### src/rtl/pwb_pkg.sv
package pwb_pkg;
  localparam int unsigned SLOT_W = 4;
  // slot right after the acknowledge (tenth clock of a byte frame)
  localparam logic [SLOT_W-1:0] COMMIT_SLOT = 4'd10;
endpackage

### src/rtl/pwb_latch.sv
module pwb_latch #(
  parameter int unsigned ADDR_W     = 15,
  parameter int unsigned DATA_W     = 8,
  parameter int unsigned PAGE_BYTES = 64,
  localparam int unsigned OFFS_W    = $clog2(PAGE_BYTES),
  localparam int unsigned PAGE_W    = ADDR_W - OFFS_W
) (
  input  logic              clk,
  input  logic              rst,
  input  logic              accept_i,
  input  logic              addr_load_i,
  input  logic [ADDR_W-1:0] addr_i,
  input  logic              byte_wr_i,
  input  logic [DATA_W-1:0] byte_i,
  input  logic              drop_i,
  input  logic [OFFS_W-1:0] rd_idx_i,
  output logic [PAGE_W-1:0] page_o,
  output logic              any_o,
  output logic [DATA_W-1:0] rd_data_o,
  output logic              rd_flag_o
);
  logic [DATA_W-1:0]     lat_mem [PAGE_BYTES];
  logic [PAGE_BYTES-1:0] flag_q;
  logic [OFFS_W-1:0]     offs_q;
  logic [PAGE_W-1:0]     page_q;
  logic                  wr_en;

  assign wr_en = accept_i && byte_wr_i;

  // byte storage: one write port, registered read port (RAM-inferable)
  always_ff @(posedge clk) begin
    if (wr_en) lat_mem[offs_q] <= byte_i;
    rd_data_o <= lat_mem[rd_idx_i];
  end

  always_ff @(posedge clk) begin
    if (rst) begin
      flag_q    <= '0;
      offs_q    <= '0;
      page_q    <= '0;
      rd_flag_o <= 1'b0;
    end else begin
      rd_flag_o <= flag_q[rd_idx_i];
      if (drop_i)      flag_q         <= '0;
      else if (wr_en)  flag_q[offs_q] <= 1'b1;
      if (accept_i && addr_load_i) begin
        offs_q <= addr_i[OFFS_W-1:0];
        page_q <= addr_i[ADDR_W-1:OFFS_W];
      end else if (wr_en) begin
        offs_q <= offs_q + 1'b1;
      end
    end
  end

  assign page_o = page_q;
  assign any_o  = |flag_q;


  offs_step_chk: assert property (@(posedge clk) disable iff (rst)
    (accept_i && byte_wr_i && !addr_load_i) |=> (offs_q == OFFS_W'($past(offs_q) + 1'b1)));

  drop_empty_chk: assert property (@(posedge clk) disable iff (rst)
    drop_i |=> !any_o);
endmodule

### src/rtl/pwb_timer.sv
module pwb_timer #(
  parameter int unsigned WC_CYCLES = 1_000_000,
  localparam int unsigned CNT_W    = $clog2(WC_CYCLES)
) (
  input  logic clk,
  input  logic rst,
  input  logic go_i,
  output logic busy_o,
  output logic done_o
);
  localparam logic [CNT_W-1:0] LAST = CNT_W'(WC_CYCLES - 1);
  logic [CNT_W-1:0] cnt_q;

  assign done_o = busy_o && (cnt_q == LAST);

  always_ff @(posedge clk) begin
    if (rst) begin
      busy_o <= 1'b0;
      cnt_q  <= '0;
    end else if (!busy_o) begin
      if (go_i) begin
        busy_o <= 1'b1;
        cnt_q  <= '0;
      end
    end else if (done_o) begin
      busy_o <= 1'b0;
    end else begin
      cnt_q <= cnt_q + 1'b1;
    end
  end


  no_restart_chk: assert property (@(posedge clk) disable iff (rst)
    (busy_o && !done_o) |=> (busy_o && cnt_q == $past(cnt_q) + 1'b1));
endmodule

### src/rtl/pwb_drain.sv
module pwb_drain #(
  parameter int unsigned ADDR_W     = 15,
  parameter int unsigned DATA_W     = 8,
  parameter int unsigned PAGE_BYTES = 64,
  localparam int unsigned OFFS_W    = $clog2(PAGE_BYTES),
  localparam int unsigned PAGE_W    = ADDR_W - OFFS_W
) (
  input  logic              clk,
  input  logic              rst,
  input  logic              go_i,
  input  logic [PAGE_W-1:0] page_i,
  input  logic [DATA_W-1:0] rd_data_i,
  input  logic              rd_flag_i,
  output logic [OFFS_W-1:0] rd_idx_o,
  output logic              mem_we_o,
  output logic [ADDR_W-1:0] mem_addr_o,
  output logic [DATA_W-1:0] mem_data_o
);
  localparam logic [OFFS_W-1:0] IDX_LAST = OFFS_W'(PAGE_BYTES - 1);
  logic              scan_q, scan_d1;
  logic [OFFS_W-1:0] idx_q, idx_d1;

  assign rd_idx_o = idx_q;

  always_ff @(posedge clk) begin
    if (rst) begin
      scan_q   <= 1'b0;
      scan_d1  <= 1'b0;
      idx_q    <= '0;
      idx_d1   <= '0;
      mem_we_o <= 1'b0;
    end else begin
      scan_d1  <= scan_q;
      idx_d1   <= idx_q;
      mem_we_o <= scan_d1 && rd_flag_i;
      if (go_i) begin
        scan_q <= 1'b1;
        idx_q  <= '0;
      end else if (scan_q) begin
        idx_q <= idx_q + 1'b1;
        if (idx_q == IDX_LAST) scan_q <= 1'b0;
      end
    end
  end

  always_ff @(posedge clk) begin
    mem_addr_o <= {page_i, idx_d1};
    mem_data_o <= rd_data_i;
  end


  scan_no_go_chk: assert property (@(posedge clk) disable iff (rst)
    scan_q |-> !go_i);
endmodule

### src/rtl/page_commit_ctrl.sv
module page_commit_ctrl #(
  parameter int unsigned ADDR_W     = 15,
  parameter int unsigned DATA_W     = 8,
  parameter int unsigned PAGE_BYTES = 64,
  parameter int unsigned WC_CYCLES  = 1_000_000
) (
  input  logic                       clk,
  input  logic                       rst,
  input  logic                       wp_i,
  input  logic                       start_i,
  input  logic                       addr_load_i,
  input  logic [ADDR_W-1:0]          addr_i,
  input  logic                       byte_wr_i,
  input  logic [DATA_W-1:0]          byte_i,
  input  logic                       stop_i,
  input  logic [pwb_pkg::SLOT_W-1:0] stop_slot_i,
  output logic                       busy_o,
  output logic                       mem_we_o,
  output logic [ADDR_W-1:0]          mem_addr_o,
  output logic [DATA_W-1:0]          mem_data_o
);
  import pwb_pkg::*;
  localparam int unsigned OFFS_W = $clog2(PAGE_BYTES);
  localparam int unsigned PAGE_W = ADDR_W - OFFS_W;

  logic              accept, stop_ok, go, drop, done, any_valid, rd_flag;
  logic [PAGE_W-1:0] page;
  logic [OFFS_W-1:0] rd_idx;
  logic [DATA_W-1:0] rd_data;

  assign accept  = !busy_o;
  assign stop_ok = stop_i && (stop_slot_i == COMMIT_SLOT) && !wp_i && any_valid;
  assign go      = accept && stop_ok;
  assign drop    = done || (accept && (start_i || (stop_i && !stop_ok)));

  pwb_latch #(.ADDR_W(ADDR_W), .DATA_W(DATA_W), .PAGE_BYTES(PAGE_BYTES)) u_latch (
    .clk(clk), .rst(rst), .accept_i(accept),
    .addr_load_i(addr_load_i), .addr_i(addr_i),
    .byte_wr_i(byte_wr_i), .byte_i(byte_i), .drop_i(drop),
    .rd_idx_i(rd_idx), .page_o(page), .any_o(any_valid),
    .rd_data_o(rd_data), .rd_flag_o(rd_flag)
  );

  pwb_timer #(.WC_CYCLES(WC_CYCLES)) u_timer (
    .clk(clk), .rst(rst), .go_i(go), .busy_o(busy_o), .done_o(done)
  );

  pwb_drain #(.ADDR_W(ADDR_W), .DATA_W(DATA_W), .PAGE_BYTES(PAGE_BYTES)) u_drain (
    .clk(clk), .rst(rst), .go_i(go), .page_i(page),
    .rd_data_i(rd_data), .rd_flag_i(rd_flag), .rd_idx_o(rd_idx),
    .mem_we_o(mem_we_o), .mem_addr_o(mem_addr_o), .mem_data_o(mem_data_o)
  );


  we_in_busy_chk: assert property (@(posedge clk) disable iff (rst)
    mem_we_o |-> busy_o);

  commit_cause_chk: assert property (@(posedge clk) disable iff (rst)
    $rose(busy_o) |-> $past(stop_i && stop_slot_i == COMMIT_SLOT && !wp_i));

  wp_block_chk: assert property (@(posedge clk) disable iff (rst)
    (!busy_o && stop_i && wp_i) |=> !busy_o);

  empty_stop_chk: assert property (@(posedge clk) disable iff (rst)
    (!busy_o && !any_valid) |=> !busy_o);

  page_hold_chk: assert property (@(posedge clk) disable iff (rst)
    busy_o |=> $stable(page));
endmodule

### config.mk
export PLATFORM = sky130hd
export DESIGN_NAME = page_commit_ctrl
export DESIGN_NICKNAME = d
export VERILOG_FILES = /design/src/rtl/pwb_pkg.sv /design/src/rtl/pwb_latch.sv /design/src/rtl/pwb_timer.sv /design/src/rtl/pwb_drain.sv /design/src/rtl/page_commit_ctrl.sv
export SDC_FILE = /design/constraint.sdc
export NUM_CORES = 1
export LEC_CHECK = 0
export CAP_MARGIN = 20
export CELL_PAD_IN_SITES_DETAIL_PLACEMENT = 1
export CELL_PAD_IN_SITES_GLOBAL_PLACEMENT = 2
export CORE_MARGIN = 4
export CORE_UTILIZATION = 49
export CTS_BUF_LIST = sky130_fd_sc_hd__clkbuf_4
export DETAILED_ROUTE_END_ITERATION = 7
export HOLD_SLACK_MARGIN = 0.15
export PLACE_DENSITY = 0.78
export SETUP_SLACK_MARGIN = 0.4
export SLEW_MARGIN = 20
export SYNTH_ARGS = -nofsm -noshare
export SYNTH_HDL_FRONTEND = slang
export SYNTH_SLANG_ARGS = --single-unit
### constraint.sdc
create_clock -name clk -period 2.3 [get_ports clk]
set_input_delay 0.46 -clock clk [delete_from_list [all_inputs] [get_ports clk]]
set_output_delay 0.46 -clock clk [all_outputs]
set_load 0.01 [all_outputs]
Yosys cells after proc, flatten, opt, wreduce, memory -nomap -nowiden. Memories as Yosys holds them, arrays and structs flattened. A register that Yosys moved wholly into a read port is not among the register bits. Cells that the tools add are included. Widths: inputs -> output; s select.

Add/sub/neg operators: 3. Multiply operators: 0. Divide/modulo/power cells: 0. Magnitude comparators: 3. Equality and inequality tests: 4. Shift-type cells: 0. Multiplexer cells: 17. Bitwise logic cells: 1. Reduce and logical (&&, ||, !) cells: 22.

Operators with widths (number): $or 64x64->64 (1); $reduce_or 64->1 (1); $mux 20 (3); $add 20x1->20 const B (1); $eq 20x20->1 const B (1); $lt 6x7->1 const B (2); $add 6x1->6 const B (2); $mux 6 (2); $logic_and 1x1->1 (11); $mux 1 (10); $bmux 1 s6 (1); $demux 1 s6 (1); $eq 6x6->1 const B (1); $ge 6x1->1 const B (1); $eq 4x4->1 const B (1); $reduce_bool 2->1 (2); $reduce_or 2->1 (2); $logic_not 1->1 (3); $logic_or 1x1->1 (2); $ne 2x2->1 const B (1); $reduce_and 2->1 (1).

Register bits after elaboration: 139. Bits in latches: 0. Memory bits (writable): 512. ROM bits: 0. Input port bits: 34. Output and inout port bits: 25. Logic and storage cells: 64. Memories kept: 1.

Memory list: u_latch.lat_mem (depth 64, bits a word 8, rd ports 1, clocked after memory_dff 1, wr ports 1, RTL line pwb_latch.sv:22) `logic [DATA_W-1:0] lat_mem [PAGE_BYTES];`.

Depth between registers and ports, before layout. Gate-level depths: netlist of run 1.

Depth in word-level cells: 10. Depth in mapped cells: 9. Mapped depth without buffers: 6.

Modules after synthesis. Synthesis of run 1 repeated with hierarchy kept, for this count alone.

Cell total of the unflattened synthesis: 1433. Area total of the unflattened synthesis: 25381.8 sq um.

Modules (own cells, without submodules): pwb_latch (instances 1, cells an instance 1215, area each 23192.2 sq um, seq. area each 17136.4 sq um); pwb_timer (instances 1, cells an instance 138, area each 1167.4 sq um, seq. area each 420.4 sq um); pwb_drain (instances 1, cells an instance 72, area each 963.4 sq um, seq. area each 760.7 sq um); page_commit_ctrl (instances 1, cells an instance 8, area each 58.8 sq um, seq. area each 0.0 sq um).

Worst setup path after synthesis of run 1. Ideal clock, no wire load.

Path type: flip-flop to flip-flop. Start: reg u_drain.idx_q[0] (netlist: u_drain.rd_idx_o[0]). End: reg u_latch.rd_data_o[4], read port of u_latch.lat_mem. Library setup time: 122 ps. Arrival: 1859 ps. Required time: 2178 ps. Setup slack: 319 ps. Stages on the path, launching flop included: 7. Buffers on the path: 2. Clock period less this slack: 1981 ps. Cells stage by stage: dfxtp_1 > buf_6 > buf_2 > mux4_2 > a22oi_1 > a21oi_1 > a221o_1.

RTL lines: from (decl) (RTL line pwb_drain.sv:21) `logic [OFFS_W-1:0] idx_q, idx_d1;`; from (signal assigned) (RTL line pwb_drain.sv:40) `idx_q <= idx_q + 1'b1;`; to (decl) (RTL line pwb_latch.sv:19) `output logic [DATA_W-1:0] rd_data_o,`.

==> results of run 1 <==
## flip-flops by register name, indices dropped and copies added (netlist names), 6 cells and up
register	flops
u_drain.idx_d1	6
u_drain.mem_addr_o	15
u_drain.mem_data_o	8
u_drain.rd_idx_o	6
u_latch.flag_q	64
u_latch.lat_mem	512
u_latch.offs_q	6
u_latch.page_o	9
u_latch.rd_data_o	8
u_timer.cnt_q	20
## report_power, final
| group | switching, mW | internal (mW) | total, mW | leakage, nW |
|---|---|---|---|---|
| registers | 0.0593 | 12.9 | 12.9 | 5.81 |
| clock network | 5.03 | 5.40 | 10.4 | 1.32 |
| logic | 0.577 | 0.377 | 0.953 | 4.12 |
| total | 5.66 | 18.7 | 24.3 | 11.2 |
## path summary, 6_finish.rpt
path	from	slack (ns)	to
worst max-delay path	u_drain.rd_idx_o[0]	-0.09	u_latch.rd_data_o[5]
worst min-delay path	addr_i[0]	0.30	u_latch.offs_q[0]
worst max register to register	u_drain.rd_idx_o[0]	-0.09	u_latch.rd_data_o[5]
worst min register to register	u_drain.idx_d1[0]	0.31	u_drain.mem_addr_o[0]
## cells by family after synthesis
group,count (synthesis)
compound gates,138
xor+xnor,14
fa+ha+maj,3
buf+inv,99
flops,659
mux,180
simple gates,423
## what timing repair did
item	4_1_cts	5_1_grt
gates resized for setup	286	141
gates cloned	11	9
endpoints found under the hold margin	544	0
pin swaps	74	45
setup buffers	26	21
hold buffers	23	0
endpoints found under the setup margin	216	213
## stage by stage
stage          setup slack [ns]  hold slack, ns  setup TNS (ns)  area, um^2  instances
2_1_floorplan             0.320           0.310               0       25700       1516
3_3_place_gp             -0.340           0.312           -3.55       28500       2376
3_5_place_dp             -0.372           0.313           -7.30       28500       2376
4_1_cts                  0.0178           0.221               0       32200       2743
5_1_grt                  -0.120           0.285           -2.43       33200       2776
6_report                -0.0871           0.299          -0.409       33200       2777
## tightest hold or removal path: cells and delay by family
| family | cells | cell delay [ns] |
|---|---|---|
| buffers and inverters | 1 | 0.47 |
| AND/OR/NAND/NOR | 2 | 0.19 |
| AO/OA/AOI/OAI | 2 | 0.13 |
## final cells by class
class | count | area (um^2) | share of cell area [%]
flip-flops and latches | 659 | 18400 | 55.3
repair buffers | 364 | 3930 | 11.8
diodes | 4 | 10.0 | 0.0301
clock buffers | 247 | 1850 | 5.58
inverters | 5 | 18.8 | 0.0565
clock inverters | 60 | 359 | 1.08
multi-input cells | 758 | 7820 | 23.5
well taps | 680 | 851 | 2.56
## metal layers
layer / share of wire (%) / vias to the layer above / global-route usage [%]
li1: - / 7020 / -
met1: 38 / 8730 / 36.6
met2: 48 / 935 / 45.0
met3: 8.6 / 252 / 7.79
met4: 5.3 / 2 / 11.8
met5: 0.013 / - / 0
## cells in the final DEF (no fill, tap or decap), drive strengths merged, types with 6 or more instances in the layout
cell type / instances
nand4: 14
nor2b: 20
a22oi: 22
nand2: 60
mux4: 136
xor2: 8
mux2i: 42
o311ai: 8
nand3b: 6
a211oi: 16
nor3: 84
xnor2: 6
edfxtp: 512
a21oi: 30
dfxtp: 147
dlygate4sd3: 23
inv: 10
o22ai: 6
or3: 7
a31oi: 9
or2: 7
clkdlybuf4s50: 24
clkbuf: 253
nor2: 156
nand3: 21
buf: 311
clkinv: 48
o21ai: 14
nor4: 23
==> results.py, run 1 <==
metrics = {
    "clock_tree": {
        "cts-root-buf": "clkbuf_4",
        "cts_tree": "built",
        "clock_latency_ns": 1.04,
        "numCtsBuffers": 168,
        "clkSinkCount": 659,
        "clk_pin_slew_worst_paths_ns": 0.07,
        "htreeDepth": 4,
        "cts_buffer_depth": 3,
    },
    "critical_path": {
        "cpPeakStageDelay_ns": 0.59,
        "crit_arrival_ns": 3.32,
        "required_ns": 3.23,
        "worst-r2r-cell-count": 9,
        "cp_cell_sequence": "buf_12 -> buf_16 -> buf_4 -> buf_12 -> buf_4 -> mux4_2 -> mux2i_1 -> o21ai_1 -> a22o_1",
        "start_kind": "register",
        "path_depth": 9,
        "cp.buffers_inverters": 5,
        "crit_type": "reg -> reg",
        "crit_slowest_cell": "mux4_2",
        "critPathCaptureType": "register",
        "cp_max_fo": 10,
        "cp_top_family": "multiplexers",
    },
    "yosys": {
        "syn-num-nets": 1553,
        "synthAdderAreaFrac_pct": 0.147,
        "ys_ff_latch": 659,
        "synth_compound_area_share_pct": 3.81,
        "netlist_area_um2": 25600,
        "synth_edf_count": 512,
        "synth_xor_area_share_pct": 0.479,
        "synth_cells": 1516,
        "synth_top_family_by_area": "multiplexers",
        "synth_top_area_share_pct": 60.1,
        "yosysMostFrequentCell": "edfxtp_1",
        "synthTopCellsByArea": "edfxtp_1, mux4_2, dfxtp_1, nor2_1, mux2i_1",
        "ys.flop_type": "edfxtp_1",
        "ys_warn_count": 0,
        "synthMuxAreaShare_pct": 13.7,
        "synth_common_cells": "edfxtp_1, nor2_1, dfxtp_1",
        "seq_area_frac_synth_pct": 71.6,
        "synthSimpleGateAreaFrac_pct": 7.96,
        "synth-async-reset-ratio_pct": 0,
        "syn_avg_cell_area_um2": 16.9,
        "yosysUniqueCellTypes": 66,
        "synth_area_leader_cell": "edfxtp_1",
    },
    "cells_and_area": {
        "fin_nets": 1993,
        "postLayoutCoreUtil_pct": 64.5,
        "fillerInstances": 4647,
        "area_delta_synth_final_pct": 29.8,
        "drive_above_1_share_pct": 43.8,
    },
    "power": {
        "total_power_mw": 24.3,
        "ir_worst_vdd_mv": 0.599,
        "p_leak_nw": 11.2,
        "powerDensity_nw_per_um2": 733,
    },
    "sta": {
        "period_needed_ns": 2.39,
        "rsz0062_at_grt": "yes",
        "setup_viol_count_final": 12,
        "tightestPinTransition_ns": 0.714,
        "hold_viol_final": 0,
        "clock.fmax_ghz": 0.419,
        "fin_crit_sh_pct": 104,
        "worst_clock_skew_ns": 0.0730,
        "max-slew-margin-rel_pct": 52.4,
        "slew_violations": 0,
        "finalWorstSetupSlack_ns": -0.0871,
    },
    "grt": {
        "grtUsageTotal_pct": 28.1,
        "grt_pass1_vias": 17500,
        "grt_overflow_total": 0,
        "grt_pass1_wl_mm": 115,
        "antenna_found_initial": 6,
        "grt_max_degree": 65,
    },
    "floorplanning": {
        "ioPinCount": 59,
        "rows": 83,
        "die_h_um": 237,
        "dieArea_um2": 55900,
        "core_area_um2": 51500,
        "start_util_pct": 49.7,
        "die_w_um": 237,
    },
    "route": {
        "drcViolationCount": 0,
        "initialDrtViolationCount": 1646,
        "final_antenna_net_count": 0,
        "wl_per_cell_um": 29.9,
        "via_count": 16900,
        "drt_first_pass_iters": 5,
        "totalWireLength_mm": 83.2,
        "viasPerCell": 6.10,
    },
    "worst_hold_path": {
        "hold_path_class": "in -> reg",
        "holdPathStages": 5,
    },
    "status": {
        "violations": "setup timing",
        "status": "finished, violations left",
    },
    "placed_design": {
        "place_hpwl_mm": 46.2,
        "numPortBuffers": 58,
        "place_congestion": 0.836,
    },
    "flow_run": {
        "drv_cap": 0,
    },
}
(Power assumes the default switching activity.)
==> run 2, diff against run 1 <==
--- a/config.mk
+++ b/config.mk
@@ -6,14 +6,14 @@
 export NUM_CORES = 1
 export LEC_CHECK = 0
 export CAP_MARGIN = 20
-export CELL_PAD_IN_SITES_DETAIL_PLACEMENT = 1
-export CELL_PAD_IN_SITES_GLOBAL_PLACEMENT = 2
+export CELL_PAD_IN_SITES_DETAIL_PLACEMENT = 0
+export CELL_PAD_IN_SITES_GLOBAL_PLACEMENT = 1
 export CORE_MARGIN = 4
-export CORE_UTILIZATION = 49
+export CORE_UTILIZATION = 55
 export CTS_BUF_LIST = sky130_fd_sc_hd__clkbuf_4
 export DETAILED_ROUTE_END_ITERATION = 7
 export HOLD_SLACK_MARGIN = 0.15
-export PLACE_DENSITY = 0.78
+export PLACE_DENSITY = 0.77
 export SETUP_SLACK_MARGIN = 0.4
 export SLEW_MARGIN = 20
 export SYNTH_ARGS = -nofsm -noshare
==> run 2 against run 1 <==
  * The flow still finishes with violations (setup timing)
  * Die area down 11%
  * Wire length down 19%
  * Sequential power about the same
==> results.py, run 2 (same netlist as run 1, synthesis figures left out) <==
metrics = {
    "clock_tree": {
        "cts-root-buf": "clkbuf_4",
        "clock_latency_ns": 1.02,
        "clkSinkCount": 659,
        "numCtsBuffers": 164,
        "clk_pin_slew_worst_paths_ns": 0.06,
        "htreeDepth": 4,
        "cts_buffer_depth": 3,
        "cts_tree": "built",
    },
    "grt": {
        "grt_overflow_total": 0,
        "grt_pass1_vias": 16400,
        "grt_pass1_wl_mm": 99.8,
        "grt_max_degree": 65,
        "grtUsageTotal_pct": 26.8,
        "antenna_found_initial": 1,
    },
    "critical_path": {
        "crit_arrival_ns": 3.24,
        "crit_type": "reg -> reg",
        "required_ns": 3.17,
        "critPathCaptureType": "register",
        "cp_max_fo": 7,
        "start_kind": "register",
    },
    "power": {
        "intPower_mw": 18.5,
        "p_leak_nw": 11.0,
        "powerDensity_nw_per_um2": 718,
        "clkPwrFrac_pct": 41.4,
        "combPwrFrac_pct": 3.8,
        "switching_share_pct": 21.6,
        "seqPwrFrac_pct": 54.8,
        "ir_worst_vdd_mv": 0.485,
        "p_switching_mw": 5.11,
        "total_power_mw": 23.6,
    },
    "cells_and_area": {
        "final-seq-area_um2": 18400,
        "fillerInstances": 2877,
        "postLayoutCoreUtil_pct": 72.0,
        "final_cell_mix": "edfxtp_1, clkbuf_4, buf_4",
        "fin_nets": 1979,
        "drive_above_1_share_pct": 43.9,
        "top_regs": "u_latch.lat_mem x512, u_latch.flag_q x64, u_timer.cnt_q x20",
        "final_common_cell": "edfxtp_1",
        "finalInstanceArea_um2": 32900,
        "multiInputGateArea_um2": 7800,
        "area_delta_synth_final_pct": 28.4,
        "largest-register": "u_latch.lat_mem",
        "largest_reg_flops": 512,
    },
    "sta": {
        "rsz0062_at_grt": "yes",
        "fin_setup_tns_ns": -0.559,
        "clock.fmax_ghz": 0.422,
        "max-slew-margin-rel_pct": 52.7,
        "hold_viol_final": 0,
        "slew_violations": 0,
        "fin_crit_sh_pct": 103,
        "period_needed_ns": 2.37,
        "finalWorstSetupSlack_ns": -0.0689,
        "worst_clock_skew_ns": 0.0579,
        "tightestPinTransition_ns": 0.710,
        "setup_viol_count_final": 26,
        "hold-worst-slack_ns": 0.323,
    },
    "floorplanning": {
        "rows": 78,
        "core_area_um2": 45700,
        "ioPinCount": 59,
        "die_w_um": 224,
        "dieArea_um2": 50000,
        "start_util_pct": 56.0,
        "die_h_um": 224,
    },
    "route": {
        "viasPerCell": 6.04,
        "initialDrtViolationCount": 1698,
        "drt_first_pass_iters": 7,
        "final_antenna_net_count": 0,
        "via_count": 16100,
        "drcViolationCount": 0,
        "wl_per_cell_um": 25.3,
        "totalWireLength_mm": 67.3,
    },
    "placed_design": {
        "dpl_cell_area_um2": 28500,
        "place_hpwl_mm": 40.2,
        "place_congestion": 0.866,
        "numPortBuffers": 58,
    },
    "status": {
        "status": "finished, violations left",
        "violations": "setup timing",
    },
    "worst_hold_path": {
        "hold_path_class": "reg -> reg",
    },
    "flow_run": {
        "drv_cap": 0,
    },
}
-- run 2: per-stage QoR --
stage | std cells | setup WS [ns]
finish | 2663 | -0.0689
global route | 2658 | -0.0739
CTS | 2630 | -0.00919
detailed placement | 2297 | -0.306
global placement | 2297 | -0.305
floorplan | 1516 | 0.320
-- run 2: worst max-delay path: stages (launching register included) --
cell and delay [ns]:
dfxtp_4 0.53, buf_12 0.18, buf_16 0.14, mux4_2 0.52
mux4_2 0.54, nor2_2 0.10, a211oi_1 0.05, buf_4 0.16
-- run 2: cell type report --
class | count | area share [%]
tap | 600 | 2.28
antenna | 6 | 0.0457
clock buffer | 242 | 5.53
timing repair buffer | 353 | 11.7
clock inverter | 39 | 0.780
multi-input combinational | 759 | 23.7
inverter | 5 | 0.0571
sequential | 659 | 55.9
-- run 2: what timing repair did --
| action | CTS | global route |
|---|---|---|
| pin swaps | 48 | 66 |
| endpoints found under the setup margin | 126 | 208 |
| hold endpoints to repair | 497 | 64 |
| hold buffers | 22 | 1 |
| buffers inserted | 21 | 18 |
| resized for setup | 291 | 106 |
| gates cloned | 9 | 8 |
-- run 2: final timing paths --
kind | startpoint | end | slack, ns | depth (start not counted)
max | u_drain.rd_idx_o[0] | u_latch.rd_data_o[7] | -0.07 | 7
min | u_drain.idx_d1[5] | u_drain.mem_addr_o[5] | 0.32 | 0
min reg2reg | u_drain.idx_d1[5] | u_drain.mem_addr_o[5] | 0.32 | 0
max reg2reg | u_drain.rd_idx_o[0] | u_latch.rd_data_o[7] | -0.07 | 7
-- run 2: per-layer routing --
| layer | track usage (%) | part of all wire (%) | up-vias |
|---|---|---|---|
| li1 | - | - | 6982 |
| met1 | 36.1 | 40 | 8205 |
| met2 | 41.5 | 48 | 734 |
| met3 | 8.09 | 8.5 | 154 |
| met4 | 11.0 | 3.8 | 0 |
| met5 | 0 | 0 | - |
-- run 2: power by group through the flow --
stage | combinational [mW] | sequential, mW | clock (mW)
2_1_floorplan | 0.229 | 13.2 | 0
3_3_place_gp | 0.639 | 13.2 | 0
3_5_place_dp | 0.655 | 13.2 | 0
4_1_cts | 0.823 | 12.9 | 9.95
5_1_grt | 0.942 | 12.9 | 10.7
6_report | 0.899 | 12.9 | 9.76
